File: config.mk
export PLATFORM = sky130hd
export DESIGN_NAME = nvs_commit_ctrl
export DESIGN_NICKNAME = d
export VERILOG_FILES = /design/src/rtl/nvs_pkg.sv /design/src/rtl/nvs_pending.sv /design/src/rtl/nvs_busy_timer.sv /design/src/rtl/nvs_backing.sv /design/src/rtl/nvs_commit_ctrl.sv
export SDC_FILE = /design/constraint.sdc
export NUM_CORES = 1
export LEC_CHECK = 0
export BUFFER_PORTS_ARGS = -buffer_cell sky130_fd_sc_hd__buf_2
export CORE_UTILIZATION = 40
export CTS_CLUSTER_DIAMETER = 150
export CTS_CLUSTER_SIZE = 16
export DETAILED_ROUTE_END_ITERATION = 7
export SYNTH_ARGS = -nofsm -noshare
export SYNTH_HDL_FRONTEND = slang
export SYNTH_SLANG_ARGS = --single-unit
File: constraint.sdc
create_clock -name clk -period 5.2 [get_ports clk]
set_input_delay 1.04 -clock clk [delete_from_list [all_inputs] [get_ports clk]]
set_output_delay 1.04 -clock clk [all_outputs]
set_load 0.005 [all_outputs]
File: src/rtl/nvs_pkg.sv
package nvs_pkg;

  typedef enum logic [1:0] {
    EV_IDLE = 2'd0,
    EV_ARM  = 2'd1,
    EV_DROP = 2'd2,
    EV_FIRE = 2'd3
  } commit_ev_e;

  // Priority: a STOP with a scheduled write fires; any bus boundary
  // otherwise cancels; a fresh unsuppressed write while idle schedules.
  function automatic commit_ev_e decide_ev(input logic wr_hit,
                                           input logic suppress,
                                           input logic start,
                                           input logic stop,
                                           input logic pending,
                                           input logic busy);
    if (stop && pending && !busy)       return EV_FIRE;
    if ((start || stop) && pending)     return EV_DROP;
    if (wr_hit && !suppress && !busy)   return EV_ARM;
    return EV_IDLE;
  endfunction

  function automatic logic refuse(input logic wr_hit,
                                  input logic suppress,
                                  input logic busy);
    return wr_hit && !suppress && busy;
  endfunction

endpackage

File: src/rtl/nvs_pending.sv
module nvs_pending #(
  parameter int DATA_W = 8
) (
  input  logic                clk,
  input  logic                rst_n,
  input  nvs_pkg::commit_ev_e ev,
  input  logic [DATA_W-1:0]   data,
  output logic                pending,
  output logic [DATA_W-1:0]   pdata
);
  import nvs_pkg::*;

  always_ff @(posedge clk or negedge rst_n) begin
    if (!rst_n) begin
      pending <= 1'b0;
      pdata   <= '0;
    end else begin
      unique case (ev)
        EV_ARM: begin
          pending <= 1'b1;
          pdata   <= data;
        end
        EV_DROP, EV_FIRE: pending <= 1'b0;
        default: pending <= pending;
      endcase
    end
  end
endmodule

File: src/rtl/nvs_busy_timer.sv
module nvs_busy_timer #(
  parameter int BUSY_CYCLES = 40
) (
  input  logic clk,
  input  logic rst_n,
  input  logic fire,
  output logic busy
);
  localparam int TW = $clog2(BUSY_CYCLES + 1);
  localparam logic [TW-1:0] LOAD = TW'(BUSY_CYCLES);

  logic [TW-1:0] left_q;

  always_ff @(posedge clk or negedge rst_n) begin
    if (!rst_n)              left_q <= '0;
    else if (fire)           left_q <= LOAD;
    else if (left_q != '0)   left_q <= left_q - 1'b1;
  end

  assign busy = (left_q != '0);
endmodule

File: src/rtl/nvs_backing.sv
module nvs_backing #(
  parameter int              DATA_W      = 8,
  parameter int              CNT_W       = 16,
  parameter logic [DATA_W-1:0] FACTORY_VAL = 8'h5A
) (
  input  logic              clk,
  input  logic              cold_rst_n,
  input  logic              commit,
  input  logic [DATA_W-1:0] data,
  output logic [DATA_W-1:0] nv_q,
  output logic [CNT_W-1:0]  cycles_q
);
  always_ff @(posedge clk or negedge cold_rst_n) begin
    if (!cold_rst_n) begin
      nv_q     <= FACTORY_VAL;
      cycles_q <= '0;
    end else if (commit) begin
      nv_q     <= data;
      cycles_q <= cycles_q + 1'b1;
    end
  end
endmodule

File: src/rtl/nvs_commit_ctrl.sv
module nvs_commit_ctrl #(
  parameter int                DATA_W      = 8,
  parameter int                CNT_W       = 16,
  parameter int                BUSY_CYCLES = 40,
  parameter int                SHADOW_BIT  = 7,
  parameter logic [DATA_W-1:0] FACTORY_VAL = 8'h5A
) (
  input  logic              clk,
  input  logic              rst_n,
  input  logic              cold_rst_n,
  input  logic              wr_reg_i,
  input  logic              wr_ctrl_i,
  input  logic [DATA_W-1:0] wr_data_i,
  input  logic              start_i,
  input  logic              stop_i,
  output logic [DATA_W-1:0] work_o,
  output logic              shadow_o,
  output logic [DATA_W-1:0] nv_data_o,
  output logic              nv_req_o,
  output logic              busy_o,
  output logic              reject_o,
  output logic [CNT_W-1:0]  commit_cnt_o
);
  import nvs_pkg::*;

  logic              recall_q;
  logic              shadow_q;
  logic              req_q;
  logic              rej_q;
  logic [DATA_W-1:0] work_q;

  // Named internal events, brought out for the checker.
  logic              recall_w;
  logic              wr_hit_w;
  logic              ctrl_hit_w;
  logic              pending_w;
  logic              busy_w;
  logic              fire_w;
  logic [DATA_W-1:0] pdata_w;
  logic [DATA_W-1:0] nv_w;
  commit_ev_e        ev_w;

  assign recall_w   = recall_q;
  assign wr_hit_w   = wr_reg_i  && !recall_q;
  assign ctrl_hit_w = wr_ctrl_i && !recall_q;
  assign ev_w       = decide_ev(wr_hit_w, shadow_q, start_i, stop_i,
                                pending_w, busy_w);
  assign fire_w     = (ev_w == EV_FIRE);

  always_ff @(posedge clk or negedge rst_n) begin
    if (!rst_n) begin
      recall_q <= 1'b1;
      work_q   <= '0;
      shadow_q <= 1'b0;
      req_q    <= 1'b0;
      rej_q    <= 1'b0;
    end else begin
      req_q <= fire_w;
      rej_q <= refuse(wr_hit_w, shadow_q, busy_w);
      if (recall_q) begin
        work_q   <= nv_w;
        recall_q <= 1'b0;
      end else begin
        if (wr_hit_w)   work_q   <= wr_data_i;
        if (ctrl_hit_w) shadow_q <= wr_data_i[SHADOW_BIT];
      end
    end
  end

  nvs_pending #(.DATA_W(DATA_W)) u_pending (
    .clk     (clk),
    .rst_n   (rst_n),
    .ev      (ev_w),
    .data    (wr_data_i),
    .pending (pending_w),
    .pdata   (pdata_w)
  );

  nvs_busy_timer #(.BUSY_CYCLES(BUSY_CYCLES)) u_timer (
    .clk   (clk),
    .rst_n (rst_n),
    .fire  (fire_w),
    .busy  (busy_w)
  );

  nvs_backing #(
    .DATA_W      (DATA_W),
    .CNT_W       (CNT_W),
    .FACTORY_VAL (FACTORY_VAL)
  ) u_backing (
    .clk        (clk),
    .cold_rst_n (cold_rst_n),
    .commit     (fire_w),
    .data       (pdata_w),
    .nv_q       (nv_w),
    .cycles_q   (commit_cnt_o)
  );

  assign work_o    = work_q;
  assign shadow_o  = shadow_q;
  assign nv_data_o = nv_w;
  assign nv_req_o  = req_q;
  assign busy_o    = busy_w;
  assign reject_o  = rej_q;
endmodule

==> flow_metrics.env <==
export IMPL_outcome="complete, no violations"
export IMPL_syn_area_um2=2240
export IMPL_setup_slack_ps=2260
export IMPL_die_w_um=76.8
export IMPL_avgViaCountPerCell=5.00
export IMPL_cp_end_kind="output port"
export IMPL_initialDrtViolationCount=87
export IMPL_die_y_um=76.8
export IMPL_antennaDiodeCount=0
export IMPL_final_common_cell="buf_2"
export IMPL_syn_num_nets=203
export IMPL_finalSetupViolations=0
export IMPL_coreArea_um2=5240
export IMPL_start_util=0.427
export IMPL_syn_area_per_cell_um2=12.0
export IMPL_cp_start_kind="flop"
export IMPL_cp_required_ps=4160
export IMPL_fin_worst_skew_ps=7.50
export IMPL_root_buffer="clkbuf_8"
export IMPL_stdcell_area_um2=2640
export IMPL_period_share=0.565
export IMPL_ys_ff_latch=51
export IMPL_final_hold_viol_count=0
export IMPL_wirelength_um=4290
export IMPL_wire_per_inst_um=13.9
export IMPL_fmax_mhz=340
export IMPL_cts_tree="done"
export IMPL_synth_top_area_cell="dfrtp_1"
export IMPL_htree_levels=2
export IMPL_synthDistinctLibCells=37
export IMPL_layout_min_cycle_time_ps=2940
export IMPL_dpl_cell_area_um2=2550
export IMPL_grt_start_max_net_pins=28
export IMPL_arrival_ps=1900
export IMPL_route_detailed_drc=0
export IMPL_area_delta_synth_final_pct=18.1
export IMPL_antenna_found_initial=0
export IMPL_clock_latency_ps=310
export IMPL_cellLeakagePower_uw=0.00134
export IMPL_synthCells=186
export IMPL_power_density_nw_per_um2=348
export IMPL_final_cell_mix="buf_2, dfrtp_1, nand2_1, mux2_2"
export IMPL_cts_buffers=5
export IMPL_post_place_ws_ps=2590
export IMPL_io_buffers=50
export IMPL_hold_buffers=0
export IMPL_num_rows=26
export IMPL_post_cts_setup_buffers=0
export IMPL_grt_ovfl_total=0
export IMPL_top_level_ports=51
export IMPL_crit_type="flop to output port"
export IMPL_maxSlewHeadroom=0.507
export IMPL_clkSlewWorstSetupHoldPaths_ps=100
export IMPL_ys_seq_area_frac=0.574
export IMPL_worstMarginPinSlew_ps=733
export IMPL_grt_pass1_wl_um=7500
export IMPL_drv_slew=0
export IMPL_drt_first_pass_iters=4
export IMPL_cts_resized_gates=0
export IMPL_nNetsFinal=256
export IMPL_final_antenna_net_count=0
export IMPL_drv_cap=0
export IMPL_gp_congestion=0.775
export IMPL_vias=1549
export IMPL_ys_warn_count=0
export IMPL_setup_tns_ps=0
export IMPL_rsz0062_at_grt="no"
export IMPL_ctsLongestPathBuffers=2
export IMPL_synthTopCellsByArea="dfrtp_1, mux2_2, dfstp_2, nand2_1, mux2i_1"
export IMPL_drive_above_1_share=0.350
export IMPL_cts_sinks=51
export IMPL_grt_util_all_layers=0.162
export IMPL_hp_class="flop to flop"
export IMPL_first_global_vias=1532
export IMPL_die_area_um2=5890
export IMPL_synth_top_cell_area_share=0.515
export IMPL_ir_drop_mv=0.184
export IMPL_fin_util=0.504
export IMPL_cp_max_fo=8
export IMPL_dp_hpwl_um=3070
==> synthesized netlist by cell type (all sizes together) <==
master,n
mux2,18
ha,2
nand2,25
nand4b,1
and2,1
dfstp,5
or3,1
and4,1
o21ai,10
mux2i,9
clkbuf,2
a41oi,1
and3,4
nor2b,1
xnor2,10
a21boi,1
and4b,1
nor2,7
or2b,1
xor2,6
a21oi,4
nor4,2
o31ai,1
inv,3
nand3,8
nand4,4
nand2b,1
conb,1
dfrtp,46
buf,2
nor3,6
nor4b,1
==> sequential cells by signal, indices dropped and copies added (netlist names), 6 cells and up <==
signal              flops
u_backing.cycles_q     16
u_pending.pdata         8
u_timer.left_q          6
work_o                  8
u_backing.nv_q          8
==> power by group <==
group,leakage [µW],switching [µW],internal [µW]
logic,0.000629,80.2,83.3
registers,0.000665,56.1,461
clock network,0.0000452,140,98.3
==> kinds of logic (layout without fill, tap and decap cells) <==
| kind of cell | Yosys count | in the layout | synth area share |
|---|---|---|---|
| xor+xnor | 16 | 16 | 0.0627 |
| mux | 27 | 27 | 0.131 |
| flops | 51 | 51 | 0.574 |
| other cells | 1 | 1 | 0.00168 |
| buf+inv | 7 | 61 | 0.0168 |
| fa+ha+maj | 2 | 2 | 0.0112 |
| compound gates | 17 | 17 | 0.0420 |
| simple gates | 65 | 65 | 0.161 |
==> critical path, stage by stage (launching register included) <==
cell	delay, ps
dfrtp_1	430
inv_1	90
ha_1	300
or2b_1	330
nor2_4	170
inv_1	120
buf_2	150
==> cell type report <==
type | instances | area (µm²)
clock buffer | 5 | 68.8
clock inverter | 3 | 25.0
fill | 500 | 2600
inverter | 3 | 11.3
multi-input combinational | 128 | 916
sequential | 51 | 1280
tap | 70 | 87.6
timing repair buffer | 50 | 250
==> stage by stage <==
| stage | hold WS [ps] | cells | total power, µW |
|---|---|---|---|
| floorplan | 468 | 186 | 631 |
| global placement | 457 | 302 | 684 |
| detailed placement | 462 | 302 | 690 |
| CTS | 476 | 310 | 932 |
| global route | 520 | 310 | 978 |
| finish | 472 | 310 | 919 |
==> path summary, 6_finish.rpt <==
path / startpoint / slack [ps] / cells after the start / endpoint
worst max-delay path: u_timer.left_q[0] / 2260 / 6 / busy_o
worst min-delay path: u_backing.cycles_q[15] / 470 / 1 / u_backing.cycles_q[15]
worst max register to register: u_timer.left_q[0] / 3020 / 5 / u_backing.nv_q[2]
worst min register to register: u_backing.cycles_q[15] / 470 / 1 / u_backing.cycles_q[15]
max in group asynchronous: rst_n / 4070 / 1 / nv_req_o
min in group asynchronous: cold_rst_n / 710 / 1 / u_backing.nv_q[0]
==> metal layers <==
| metal | vias to the layer above | part of all wire | wire length (µm) | GRT usage |
|---|---|---|---|---|
| li1 | 754 | - | - | - |
| met1 | 755 | 0.50 | 2150 | 0.228 |
| met2 | 33 | 0.45 | 1920 | 0.243 |
| met3 | 7 | 0.038 | 163 | 0.0345 |
| met4 | 0 | 0.016 | 67 | 0.0635 |
| met5 | - | 0 | 0 | 0 |
Power figures use the tool's default switching activity.
